==> src/rtl/raster_pkg.sv <==
package raster_pkg;
  localparam logic [4:0] OFS_CTRL   = 5'h00;
  localparam logic [4:0] OFS_HT_LO  = 5'h07;
  localparam logic [4:0] OFS_HT_HI  = 5'h08;
  localparam logic [4:0] OFS_VT_LO  = 5'h09;
  localparam logic [4:0] OFS_VT_HI  = 5'h0A;
  localparam logic [4:0] OFS_NMI_RD = 5'h10;
  localparam logic [4:0] OFS_IRQ_RD = 5'h11;
  localparam logic [4:0] OFS_STAT   = 5'h12;
  localparam logic [3:0] CHIP_REV   = 4'h2;

  typedef struct packed {
    logic nmi_en;
    logic v_en;
    logic h_en;
    logic aj_en;
  } ctrl_t;
endpackage

==> src/rtl/raster_counter.sv <==
module raster_counter #(
  parameter int H_TOTAL = 1364,
  parameter int H_STEP  = 2,
  parameter int V_TOTAL = 262,
  parameter int FW      = 16,
  localparam int HW = $clog2(H_TOTAL),
  localparam int VW = $clog2(V_TOTAL)
) (
  input  logic          clk_i,
  input  logic          rst_ni,
  input  logic          step_i,
  output logic [HW-1:0] h_o,
  output logic [VW-1:0] v_o,
  output logic [FW-1:0] frame_o
);
  localparam logic [HW-1:0] H_LAST = HW'(H_TOTAL - H_STEP);
  localparam logic [VW-1:0] V_LAST = VW'(V_TOTAL - 1);

  always_ff @(posedge clk_i or negedge rst_ni) begin
    if (!rst_ni) begin
      h_o <= '0;
      v_o <= '0;
      frame_o <= '0;
    end else if (step_i) begin
      if (h_o == H_LAST) begin
        h_o <= '0;
        if (v_o == V_LAST) begin
          v_o <= '0;
          frame_o <= frame_o + 1'b1;
        end else begin
          v_o <= v_o + 1'b1;
        end
      end else begin
        h_o <= h_o + HW'(H_STEP);
      end
    end
  end

  assert_h_range_R1: assert property (@(posedge clk_i) disable iff (!rst_ni)
    (32'(h_o) < H_TOTAL) && (32'(v_o) < V_TOTAL));
  assert_hold_R1: assert property (@(posedge clk_i) disable iff (!rst_ni)
    !step_i |=> $stable(h_o) && $stable(v_o));
endmodule

==> src/rtl/raster_events.sv <==
module raster_events #(
  parameter int H_TOTAL     = 1364,
  parameter int V_TOTAL     = 262,
  parameter int VBL_LINE    = 225,
  parameter int VBL_LINE_OS = 240,
  parameter int H_RENDER    = 512,
  parameter int H_XFER      = 1024,
  parameter int AJ_STEPS    = 2112,
  localparam int HW = $clog2(H_TOTAL),
  localparam int VW = $clog2(V_TOTAL),
  localparam int AW = $clog2(AJ_STEPS + 1)
) (
  input  logic          clk_i,
  input  logic          rst_ni,
  input  logic          step_i,
  input  logic [HW-1:0] h_i,
  input  logic [VW-1:0] v_i,
  input  logic          overscan_i,
  input  logic          aj_en_i,
  input  logic          nmi_en_i,
  input  logic          aj_clr_i,
  input  logic          nmi_rd_i,
  output logic          vblank_o,
  output logic          nmi_flag_o,
  output logic          nmi_req_o,
  output logic          hdma_init_o,
  output logic          render_o,
  output logic [VW-1:0] render_line_o,
  output logic          hdma_xfer_o,
  output logic          aj_busy_o
);
  logic          line_top, vbl_start;
  logic [AW-1:0] aj_cnt;

  assign line_top  = step_i && (h_i == '0) && (v_i == '0);
  assign vbl_start = step_i && (h_i == '0) &&
                     (((32'(v_i) == VBL_LINE) && !overscan_i) ||
                      ((32'(v_i) == VBL_LINE_OS) && !vblank_o));
  assign aj_busy_o = (aj_cnt != '0);

  always_ff @(posedge clk_i or negedge rst_ni) begin
    if (!rst_ni) begin
      vblank_o      <= 1'b0;
      nmi_flag_o    <= 1'b0;
      nmi_req_o     <= 1'b0;
      hdma_init_o   <= 1'b0;
      render_o      <= 1'b0;
      render_line_o <= '0;
      hdma_xfer_o   <= 1'b0;
      aj_cnt        <= '0;
    end else begin
      hdma_init_o <= line_top;
      nmi_req_o   <= vbl_start && nmi_en_i;
      render_o    <= step_i && (32'(h_i) == H_RENDER) && !vblank_o;
      hdma_xfer_o <= step_i && (32'(h_i) == H_XFER) && !vblank_o;
      if (step_i && (32'(h_i) == H_RENDER) && !vblank_o) render_line_o <= v_i;
      if (line_top) vblank_o <= 1'b0;
      else if (vbl_start) vblank_o <= 1'b1;
      if (vbl_start) nmi_flag_o <= 1'b1;
      else if (line_top || nmi_rd_i) nmi_flag_o <= 1'b0;
      if (aj_clr_i) aj_cnt <= '0;
      else if (vbl_start && aj_en_i) aj_cnt <= AW'(AJ_STEPS);
      else if (step_i && aj_busy_o) aj_cnt <= aj_cnt - 1'b1;
    end
  end

  assert_top_clear_R2: assert property (@(posedge clk_i) disable iff (!rst_ni)
    hdma_init_o |-> !vblank_o && !nmi_flag_o);
  assert_vbl_line_R3: assert property (@(posedge clk_i) disable iff (!rst_ni)
    $rose(vblank_o) |-> (32'(v_i) == VBL_LINE) || (32'(v_i) == VBL_LINE_OS));
  assert_nmi_req_R4: assert property (@(posedge clk_i) disable iff (!rst_ni)
    nmi_req_o |-> vblank_o && nmi_flag_o);
  assert_no_render_vbl_R5: assert property (@(posedge clk_i) disable iff (!rst_ni)
    (render_o || hdma_xfer_o) |-> !vblank_o);
endmodule

==> src/rtl/raster_regs.sv <==
module raster_regs
  import raster_pkg::*;
#(
  parameter int H_TOTAL = 1364,
  parameter int V_TOTAL = 262,
  parameter int H_XFER  = 1024,
  localparam int HW = $clog2(H_TOTAL),
  localparam int VW = $clog2(V_TOTAL)
) (
  input  logic          clk_i,
  input  logic          rst_ni,
  input  logic          step_i,
  input  logic [HW-1:0] h_i,
  input  logic [VW-1:0] v_i,
  input  logic          reg_wr_i,
  input  logic          reg_rd_i,
  input  logic [4:0]    reg_addr_i,
  input  logic [7:0]    reg_wdata_i,
  input  logic [7:0]    open_bus_i,
  input  logic          vblank_i,
  input  logic          nmi_flag_i,
  input  logic          aj_busy_i,
  output ctrl_t         ctrl_o,
  output logic          irq_o,
  output logic [7:0]    rdata_o
);
  logic [8:0] h_cmp, v_cmp;
  logic       wr_ctrl, dot_hit, line_hit, irq_set, irq_kill;

  assign wr_ctrl  = reg_wr_i && (reg_addr_i == OFS_CTRL);
  assign irq_kill = wr_ctrl && (reg_wdata_i[5:4] == 2'b00);
  assign dot_hit  = (h_i[1:0] == 2'b00) && ((32'(h_i) >> 2) == 32'(h_cmp));
  assign line_hit = (32'(v_i) == 32'(v_cmp));

  always_comb begin
    unique case ({ctrl_o.v_en, ctrl_o.h_en})
      2'b11:   irq_set = dot_hit && line_hit;
      2'b01:   irq_set = dot_hit;
      2'b10:   irq_set = line_hit && (h_i == '0);
      default: irq_set = 1'b0;
    endcase
    irq_set = irq_set && step_i;
  end

  always_ff @(posedge clk_i or negedge rst_ni) begin
    if (!rst_ni) begin
      ctrl_o <= '0;
      h_cmp  <= 9'h1FF;
      v_cmp  <= 9'h1FF;
      irq_o  <= 1'b0;
    end else begin
      if (reg_wr_i) begin
        unique case (reg_addr_i)
          OFS_CTRL:  ctrl_o <= '{nmi_en: reg_wdata_i[7], v_en: reg_wdata_i[5],
                                 h_en: reg_wdata_i[4], aj_en: reg_wdata_i[0]};
          OFS_HT_LO: h_cmp[7:0] <= reg_wdata_i;
          OFS_HT_HI: h_cmp[8]   <= reg_wdata_i[0];
          OFS_VT_LO: v_cmp[7:0] <= reg_wdata_i;
          OFS_VT_HI: v_cmp[8]   <= reg_wdata_i[0];
          default: ;
        endcase
      end
      if (irq_kill) irq_o <= 1'b0;
      else if (irq_set) irq_o <= 1'b1;
      else if (reg_rd_i && (reg_addr_i == OFS_IRQ_RD)) irq_o <= 1'b0;
    end
  end

  always_comb begin
    unique case (reg_addr_i)
      OFS_NMI_RD: rdata_o = {nmi_flag_i, open_bus_i[6:4], CHIP_REV};
      OFS_IRQ_RD: rdata_o = {irq_o, open_bus_i[6:0]};
      OFS_STAT:   rdata_o = {vblank_i, (32'(h_i) >= H_XFER), open_bus_i[5:1], aj_busy_i};
      default:    rdata_o = open_bus_i;
    endcase
  end

  assert_irq_drop_R10: assert property (@(posedge clk_i) disable iff (!rst_ni)
    (reg_wr_i && reg_addr_i == OFS_CTRL && reg_wdata_i[5:4] == 2'b00) |=> !irq_o);
  assert_irq_rdclr_R8: assert property (@(posedge clk_i) disable iff (!rst_ni)
    (reg_rd_i && reg_addr_i == OFS_IRQ_RD && !step_i) |=> !irq_o);
  assert_irq_needs_en_R11: assert property (@(posedge clk_i) disable iff (!rst_ni)
    $rose(irq_o) |-> $past(ctrl_o.h_en || ctrl_o.v_en));
endmodule

==> src/rtl/raster_timer.sv <==
module raster_timer
  import raster_pkg::*;
#(
  parameter int H_TOTAL     = 1364,
  parameter int H_STEP      = 2,
  parameter int V_TOTAL     = 262,
  parameter int VBL_LINE    = 225,
  parameter int VBL_LINE_OS = 240,
  parameter int H_RENDER    = 512,
  parameter int H_XFER      = 1024,
  parameter int AJ_STEPS    = 2112,
  parameter int FW          = 16,
  localparam int HW = $clog2(H_TOTAL),
  localparam int VW = $clog2(V_TOTAL)
) (
  input  logic          clk_i,
  input  logic          rst_ni,
  input  logic          step_i,
  input  logic          overscan_i,
  input  logic          reg_wr_i,
  input  logic          reg_rd_i,
  input  logic [4:0]    reg_addr_i,
  input  logic [7:0]    reg_wdata_i,
  input  logic [7:0]    open_bus_i,
  output logic [7:0]    reg_rdata_o,
  output logic [HW-1:0] h_pos_o,
  output logic [VW-1:0] v_pos_o,
  output logic [FW-1:0] frame_o,
  output logic          vblank_o,
  output logic          nmi_req_o,
  output logic          irq_req_o,
  output logic          hdma_init_o,
  output logic          render_o,
  output logic [VW-1:0] render_line_o,
  output logic          hdma_xfer_o
);
  ctrl_t ctrl;
  logic  nmi_flag, aj_busy, aj_clr, nmi_rd;

  assign aj_clr = reg_wr_i && (reg_addr_i == OFS_CTRL) && !reg_wdata_i[0];
  assign nmi_rd = reg_rd_i && (reg_addr_i == OFS_NMI_RD);

  raster_counter #(.H_TOTAL(H_TOTAL), .H_STEP(H_STEP), .V_TOTAL(V_TOTAL), .FW(FW)) u_cnt (
    .clk_i, .rst_ni, .step_i, .h_o(h_pos_o), .v_o(v_pos_o), .frame_o(frame_o));

  raster_events #(.H_TOTAL(H_TOTAL), .V_TOTAL(V_TOTAL), .VBL_LINE(VBL_LINE),
    .VBL_LINE_OS(VBL_LINE_OS), .H_RENDER(H_RENDER), .H_XFER(H_XFER),
    .AJ_STEPS(AJ_STEPS)) u_evt (
    .clk_i, .rst_ni, .step_i, .h_i(h_pos_o), .v_i(v_pos_o), .overscan_i,
    .aj_en_i(ctrl.aj_en), .nmi_en_i(ctrl.nmi_en), .aj_clr_i(aj_clr), .nmi_rd_i(nmi_rd),
    .vblank_o, .nmi_flag_o(nmi_flag), .nmi_req_o, .hdma_init_o, .render_o,
    .render_line_o, .hdma_xfer_o, .aj_busy_o(aj_busy));

  raster_regs #(.H_TOTAL(H_TOTAL), .V_TOTAL(V_TOTAL), .H_XFER(H_XFER)) u_regs (
    .clk_i, .rst_ni, .step_i, .h_i(h_pos_o), .v_i(v_pos_o), .reg_wr_i, .reg_rd_i,
    .reg_addr_i, .reg_wdata_i, .open_bus_i, .vblank_i(vblank_o), .nmi_flag_i(nmi_flag),
    .aj_busy_i(aj_busy), .ctrl_o(ctrl), .irq_o(irq_req_o), .rdata_o(reg_rdata_o));
endmodule

==> config.mk <==
export PLATFORM = sky130hd
export DESIGN_NAME = raster_timer
export DESIGN_NICKNAME = d
export VERILOG_FILES = /design/src/rtl/raster_pkg.sv /design/src/rtl/raster_counter.sv /design/src/rtl/raster_events.sv /design/src/rtl/raster_regs.sv /design/src/rtl/raster_timer.sv
export SDC_FILE = /design/constraint.sdc
export NUM_CORES = 1
export LEC_CHECK = 0
export BUFFER_PORTS_ARGS = -buffer_cell sky130_fd_sc_hd__buf_4
export CAP_MARGIN = 20
export CORE_MARGIN = 2
export CORE_UTILIZATION = 55
export CTS_CLUSTER_DIAMETER = 200
export CTS_CLUSTER_SIZE = 25
export DETAILED_ROUTE_END_ITERATION = 8
export HOLD_SLACK_MARGIN = 0.03
export PLACE_DENSITY = 0.83
export SLEW_MARGIN = 20
export SYNTH_ARGS = -nofsm -noshare
export SYNTH_HDL_FRONTEND = slang
export SYNTH_HIERARCHICAL = 1
export SYNTH_SLANG_ARGS = --single-unit
==> constraint.sdc <==
create_clock -name clk_i -period 2.5 [get_ports clk_i]
set_clock_uncertainty 0.2 [all_clocks]
set_input_delay 0.125 -clock clk_i [delete_from_list [all_inputs] [get_ports clk_i]]
set_output_delay 0.125 -clock clk_i [all_outputs]
set_load 0.01 [all_outputs]
## After elaboration in Yosys (flattened, before gate mapping)

Index checks and enable logic that the tools add are counted.
W data, S select, Z words.

- Logic and storage cells: 100
- Flip-flop bits (word level): 86

- Order comparisons: 1
- Add/sub/neg operators: 4
- Equality and inequality tests: 18
- Muxes and demuxes: 14
- Reduce and logical (&&, ||, !) cells: 43

Operators by type and width:

| kind | count |
|---|---|
| $mux W12 | 3 |
| $pmux W8 S3 | 1 |
| $eq A11 B11 Y1 const B | 2 |
| $logic_and A1 B1 Y1 | 21 |
| $eq A9 B8 Y1 const B | 2 |
| $eq A9 B9 Y1 | 2 |
| $add A16 B1 Y16 const B | 1 |
| $eq A5 B4 Y1 const B | 3 |
| $eq A5 B5 Y1 const B | 3 |
| $reduce_and A2 Y1 | 6 |
| $reduce_bool A12 Y1 | 1 |
| $sub A12 B1 Y12 const B | 1 |
| $add A11 B2 Y11 const B | 1 |
| $eq A11 B10 Y1 const B | 1 |
| $ge A11 B11 Y1 const B | 1 |
| $logic_not A11 Y1 | 1 |
| $mux W11 | 1 |
| $add A9 B1 Y9 const B | 1 |
| $eq A9 B9 Y1 const B | 1 |
| $logic_not A9 Y1 | 1 |
| $mux W9 | 1 |
| $mux W1 | 7 |
| $reduce_bool A3 Y1 | 2 |
| $eq A5 B3 Y1 const B | 1 |
| 9 further kinds | 15 |

## Longest topological paths before layout

Gate-level depths: netlist of the first run.

- Depth after elaboration: 7
- Depth in mapped cells: 7
- Gate-level depth less buffers: 6

## Hierarchy

The synthesis of the first run kept the hierarchy.

Modules (own cells, without submodules):

| module | area an instance (um^2) | seq. area each (um^2) | cells each | times used |
|---|---|---|---|---|
| raster_counter | 1,878.1 | 875.8 | 163 | 1 |
| raster_events | 1,402.6 | 675.6 | 122 | 1 |
| raster_regs | 1,328.8 | 598.1 | 111 | 1 |
| raster_timer | 33.8 | 0.0 | 4 | 1 |

## Worst setup path before layout of the first run

Ideal clock, no wire load.

- Path type: reg-to-reg
- Start: reg u_cnt.h_o[1]
- End: reg u_evt.render_line_o[0]
- Data required time: 2.175 ns
- Path slack: 0.327 ns
- Cell stages (with the launch flop): 6
- Data arrival time: 1.848 ns
- Cells stage by stage: dfrtp_1 -> nor4b_2 -> nand4_1 -> or4b_1 -> buf_6 -> mux2_4

- Longest elaborated chain between the ends: 3

Ends and longest elaborated chain:

| element | RTL line | text |
|---|---|---|
| start, declared | raster_counter.sv:12 | `output logic [HW-1:0] h_o,` |
| start signal, assigned | raster_counter.sv:34 | `h_o <= h_o + HW'(H_STEP);` |
| $eq A11 B10 Y1 | raster_events.sv:56 | `if (step_i && (32'(h_i) == H_RENDER) && !vblank_o) render_line_o <= v_i;` |
| $logic_and A1 B1 Y1 (2 in a row) | raster_events.sv:56 |  |
| end signal, assigned | raster_events.sv:56 |  |
| end, declared | raster_events.sv:28 | `output logic [VW-1:0] render_line_o,` |

Every way passes these cells.
A chain may end at the register's enable or synchronous reset.

## Worst setup path after layout of the first run

- Start: in reg_addr_i[4]
- End: reg u_regs.h_cmp[2]

- Longest elaborated chain between the ends: 2

Ends and longest elaborated chain:

| element | RTL line | text |
|---|---|---|
| start, declared | raster_timer.sv:22 | `input logic [4:0] reg_addr_i,` |
| $eq A5 B3 Y1 | raster_regs.sv:53 | `unique case (reg_addr_i)` |
| $reduce_and A2 Y1 (no source line) | - |  |
| end signal, assigned | raster_regs.sv:56 | `OFS_HT_LO: h_cmp[7:0] <= reg_wdata_i;` |
| end, declared | raster_regs.sv:27 | `logic [8:0] h_cmp, v_cmp;` |

Every way passes these cells.

==> flow_summary.toml, run 1 <==
[detailed_routing]
routed_wl_um = 11400
wire_per_inst_um = 18.2
via_per_inst = 5.88
vias = 3690
dr.pass1.iters = 4
drtAntennaViolNets = 0
drt_iter0_markers = 206
remaining_drc_errors = 0

[critical_path]
critical_path_required_ps = 2600
cp_data_arrival_time_ps = 2530
startpoint_type = "input pin"
end_kind = "flop"
critPathKind = "input pin to flop"
worstPathMaxFanout = 8
startpoint = "reg_addr_i[4]"
r2r_start = "u_cnt/v_o[3]"

[sta]
period_share_pct = 97.2
slew_viol_final = 0
postLayoutSetupSlackWorst_ps = 69.5
hold_viol_final = 0
worst_pin_slew_ps = 659
max_freq_ghz = 0.411
whs_ps = 50.0
slew_headroom_pct = 54.9
setup_viol = 0
fin_crit_ps = 2430

[cells_and_area]
fin_area_sq_mm = 0.00585
layout_common_cells = "buf_4 (100), dfrtp_1 (67), xor2_1 (30)"
layout_commonest_cell = "buf_4"
drive_above_1_share_pct = 38.2
fin_util_pct = 71.2
antennaDiodeCount = 0
fin_nets = 551
syn_to_final_growth_pct = 26.1

[die]
die_h_um = 95.9
rows = 33
core_sq_mm = 0.00822
die_w_um = 95.9
start_util_pct = 56.5
die_area_sq_mm = 0.00919
io_pins = 86

[logic_synthesis]
avgSynthCellArea_sq_um = 11.6
ys.flop_type = "dfrtp_1"
ys_ff_latch = 85
synthCells = 400
ys_seq_area_share_pct = 46.3
syn-cell-area_sq_mm = 0.00464
synth-edff-count = 0
synthArstFlopShare_pct = 100
ys.warnings.count = 6
syn-num-nets = 433
ys_types = 69

[placed_design]
dp_hpwl_um = 7860
place_area_sq_mm = 0.00544
gp_congestion = 0.858
pre_cts_slack_ps = 296
port_buffers = 80

[cts]
clockRootBuffer = "clkbuf_8"
clkTransAtPathRegs_ps = 80
htree_levels = 3
numCtsBuffers = 9
insertion_delay_ps = 370
clock_path_buffers = 2
cts_tree = "done"
cts_sinks = 85

[global_routing]
antenna_found_initial = 0
grt_pass1_wl_um = 18300
overflow = 0
grt_max_degree = 50
grtUsageTotal_pct = 26.1
grt_pass1_vias = 3656

[power_and_ir_drop]
power.total_uw = 4030
power_density_mw_per_mm2 = 688
p_leak_uw = 0.00279
ir_worst_vdd_mv = 0.676

[flow_run]
maxCapViolations = 0

[worst_hold_path]
hold_class = "input pin to async pin"

[run_status]
status = "finished clean"
==> Yosys cell counts, drive strengths merged, types with 3 or more instances <==
| master | count | share of area, % |
|---|---|---|
| dfstp | 18 | 10 |
| mux2i | 5 | 1.1 |
| nor3 | 15 | 2.4 |
| nor4b | 10 | 3.3 |
| a31oi | 5 | 0.67 |
| o21ai | 5 | 0.54 |
| nor2b | 4 | 0.54 |
| nand2 | 22 | 1.8 |
| ha | 6 | 1.6 |
| and3 | 8 | 1.1 |
| nand3 | 18 | 2.0 |
| nor4 | 11 | 2.6 |
| or3 | 4 | 0.54 |
| or4b | 3 | 0.73 |
| and4 | 4 | 0.75 |
| clkbuf | 3 | 0.24 |
| nor3b | 7 | 1.5 |
| nor2 | 27 | 2.3 |
| inv | 10 | 0.81 |
| xor2 | 30 | 5.7 |
| or4 | 5 | 0.97 |
| mux2 | 33 | 8.7 |
| xnor2 | 22 | 4.3 |
| buf | 10 | 1.8 |
| nand4 | 14 | 2.0 |
| a21oi | 8 | 0.86 |
| dfrtp | 67 | 36 |
==> kinds of logic (layout without fill, tap and decap cells) <==
group,count (synthesis),after routing,synth area share (%)
compound gates,31,31,4.64
xor+xnor,52,52,9.97
fa+ha+maj,6,6,1.62
buf+inv,23,146,2.88
flops,85,85,46.3
mux,38,38,9.81
other cells,1,1,0.0808
simple gates,164,164,24.7
==> per-layer routing <==
metal | track usage [%] | routed length [um]
met5 | 0 | 0
met4 | 12.1 | 309
met3 | 5.95 | 617
met2 | 42.7 | 5750
met1 | 32.9 | 4740
==> path summary, 6_finish.rpt <==
| path | to | slack, ps | cells past startpoint |
|---|---|---|---|
| worst min-delay path | u_evt/render_line_o[5] | 50 | 2 |
| worst min register to register | u_cnt/frame_o[15] | 280 | 1 |
| min in group clk_i | reg_rdata_o[4] | 50 | 0 |
| worst max-delay path | u_regs/h_cmp[2] | 70 | 6 |
| max in group asynchronous | u_regs/h_cmp[6] | 1370 | 3 |
| worst max register to register | u_evt/aj_cnt[1] | 210 | 4 |
==> worst max-delay path: stages <==
cell,delay (ps)
dlygate4sd3_1,560
buf_4,170
nand4b_1,240
nor3b_4,480
mux2_2,390
dlygate4sd3_1,560
==> per-stage QoR <==
stage,TNS (ps),cells
after floorplan,0,400
after global placement,0,592
after detailed placement,0,592
after CTS,0,627
after global routing,-37.4,628
final,0,628
==> sequential cells by signal (all words and copies together), names as in the netlist, 4 cells and up <==
register and count:
u_regs/h_cmp 9, u_evt/aj_cnt 12, u_regs/ctrl_o 4, u_regs/v_cmp 9, u_evt/render_line_o 9, u_cnt/frame_o 16, u_cnt/v_o 9, u_cnt/h_o 10
==> final cells by class <==
cell class,instances,area (sq um)
Clock buffer,10,149
Clock inverter,6,42.5
Fill cell,574,2360
Inverter,10,37.5
Multi-Input combinational cell,292,2380
Sequential cell,85,2150
Tap cell,105,131
Timing Repair Buffer,120,961
==> where the power goes <==
group	internal, uW	total (uW)	switching (uW)	leakage (uW)
clock network	425	935	510	0.0000987
logic	573	1140	566	0.00163
registers	1650	1950	304	0.00107
total	2650	4030	1380	0.00279
==> repair_timing <==
item                       CTS  global route
resized for setup            1             2
buffers inserted             0             1
setup endpoints to repair    1             1
hold endpoints to repair   107             0
hold buffers                19             0
(Power assumes the default switching activity.)
==> run 2: changes to the inputs <==
PLACE_DENSITY = 0.84   (was 0.83)
SYNTH_HIERARCHICAL = not set   (was 1)
==> flow_summary.toml, run 2 <==
[run_status]
status = "finished clean"

[cells_and_area]
seqCellArea_sq_mm = 0.00215
multi_input_area_sq_mm = 0.00200
fin_cells = 620
drive_above_1_share_pct = 36.7
fill_cells = 577
top_register = "u_cnt.frame_o"
fin_nets = 546
syn_to_final_growth_pct = 29.2
antennaDiodeCount = 0
layout_commonest_cell = "buf_4"
layout_common_cells = "buf_4 (106), dfrtp_1 (64), xnor2_1 (38)"
reg_top3 = "u_cnt.frame_o x16, u_evt.aj_cnt x12, u_cnt.h_o x10"
fin_area_sq_mm = 0.00547
largest_register_ffs = 16

[cts]
numCtsBuffers = 9
insertion_delay_ps = 350
clockRootBuffer = "clkbuf_8"
clock_path_buffers = 2
cts_sinks = 85
cts_setup_buffers = 0
cts_tree = "done"
htree_levels = 3
clkTransAtPathRegs_ps = 80

[critical_path]
critical_path_required_ps = 2590
cp_data_arrival_time_ps = 2520
worstPathMaxFanout = 8
startpoint_type = "flop"
end_kind = "flop"
critPathKind = "flop to flop"

[detailed_routing]
vias = 3398
drtAntennaViolNets = 0
dr.pass1.iters = 4
routed_wl_um = 9950
via_per_inst = 5.48
remaining_drc_errors = 0
drt_iter0_markers = 213
wire_per_inst_um = 16.1

[die]
io_pins = 86
core_sq_mm = 0.00761
die_area_sq_mm = 0.00842
start_util_pct = 55.7
die_h_um = 91.8
rows = 32
die_w_um = 91.8

[sta]
fin_crit_ps = 2430
whs_ps = 50.0
slew_viol_final = 0
slew_headroom_pct = 51.7
rsz0062_at_grt = "true"
max_freq_ghz = 0.412
period_share_pct = 97.1
hold_viol_final = 0
postLayoutSetupSlackWorst_ps = 73.0
worst_pin_slew_ps = 725
setup_viol = 0

[logic_synthesis]
syn-num-nets = 427
ys_types = 48
synth-edff-count = 0
synth_top_cell_by_area = "dfrtp_1"
ys_seq_area_share_pct = 50.7
yosysMostFrequentCell = "dfrtp_1"
avgSynthCellArea_sq_um = 10.8
ys_ff_latch = 85
ys.flop_type = "dfrtp_1"
synth_area_leaders = "dfrtp_1 (40%), dfstp_2 (11%), mux2_2 (8.2%), xnor2_1 (7.9%), nor2_1 (2.6%)"
synthTopCellsByCount = "dfrtp_1 (67), xnor2_1 (38), mux2_2 (31)"
syn-cell-area_sq_mm = 0.00424
yosys.area.top_type_share_pct = 39.6
synthCells = 394
ys.warnings.count = 0
synthArstFlopShare_pct = 100

[placed_design]
dp.cells = 589
dp_hpwl_um = 7200
gp_congestion = 0.900
place_area_sq_mm = 0.00512
port_buffers = 80
pre_cts_slack_ps = 32.3

[power_and_ir_drop]
power_density_mw_per_mm2 = 704
p_leak_uw = 0.00250
power.total_uw = 3850
ir_worst_vdd_mv = 0.428

[global_routing]
grt_pass1_vias = 3421
antenna_found_initial = 0
grtUsageTotal_pct = 25.1
grt_max_degree = 83
grt_pass1_wl_um = 16600
overflow = 0

[worst_hold_path]
hold_class = "input pin to output pin"

[flow_run]
maxCapViolations = 0
## run 2: repair_timing
action | 4_1_cts | 5_1_grt
endpoints found under the setup margin | 0 | 17
hold buffers | 15 | 0
resized for setup | 0 | 6
hold endpoints to repair | 93 | 0
## run 2: area by class of cell
type                       count  area share [%]
clock inverter                 1          0.0914
sequential                    85            39.3
multi-input combinational    279            36.5
timing repair buffer         123            17.7
tap                          102            2.33
clock buffer                  15            3.04
inverter                      15            1.03
## run 2: routing by layer
layer  wire, um  global-route usage, %  vias to the layer above
met5          0                      0                        -
met4        235                   11.3                        0
met2       5100                   41.7                       70
li1           -                      -                     1614
met1       4260                   32.5                     1693
met3        355                   4.11                       21
## run 2: worst paths after layout
check / startpoint / endpoint / slack, ps / cells after the start
worst max-delay path: u_cnt.h_o[7] / u_cnt.frame_o[10] / 70 / 5
worst min-delay path: open_bus_i[5] / reg_rdata_o[5] / 50 / 0
worst max register to register: u_cnt.h_o[7] / u_cnt.frame_o[10] / 70 / 5
worst min register to register: u_cnt.frame_o[15] / u_cnt.frame_o[15] / 280 / 1
max in group asynchronous: rst_ni / u_cnt.h_o[7] / 1380 / 2
min in group asynchronous: rst_ni / u_evt.aj_cnt[9] / 150 / 2
## run 2: power by group
part	internal, uW	switching, uW	leakage (uW)	total [uW]
logic	569	553	0.00136	1120
clock network	417	465	0.0000877	881
registers	1650	201	0.00105	1850
total	2630	1220	0.00250	3850
## run 2: worst max-delay path, cell delays in order (launching register included)
cell,delay (ps)
dfrtp_2,400
or3_4,410
or4_4,490
or4b_4,600
nor2_4,120
xor2_1,140
## run 2: through the flow
stage	util (%)	TNS [ps]
detailed placement	67.3	0
CTS	71.5	0
floorplan	-	-9.01
global route	71.9	-14.1
global placement	67.3	0
finish	71.9	0
## run 2: cells by family after synthesis
group | after synthesis | share of synthesized area, %
muxes | 35 | 9.18
DFF | 85 | 50.7
adders and majority gates | 6 | 1.77
other | 1 | 0.0885
and+or+nand+nor | 152 | 20.3
buffers and inverters | 30 | 3.19
xor gates and xnor gates | 48 | 9.92
AOI/OAI and AO/OA | 37 | 4.84
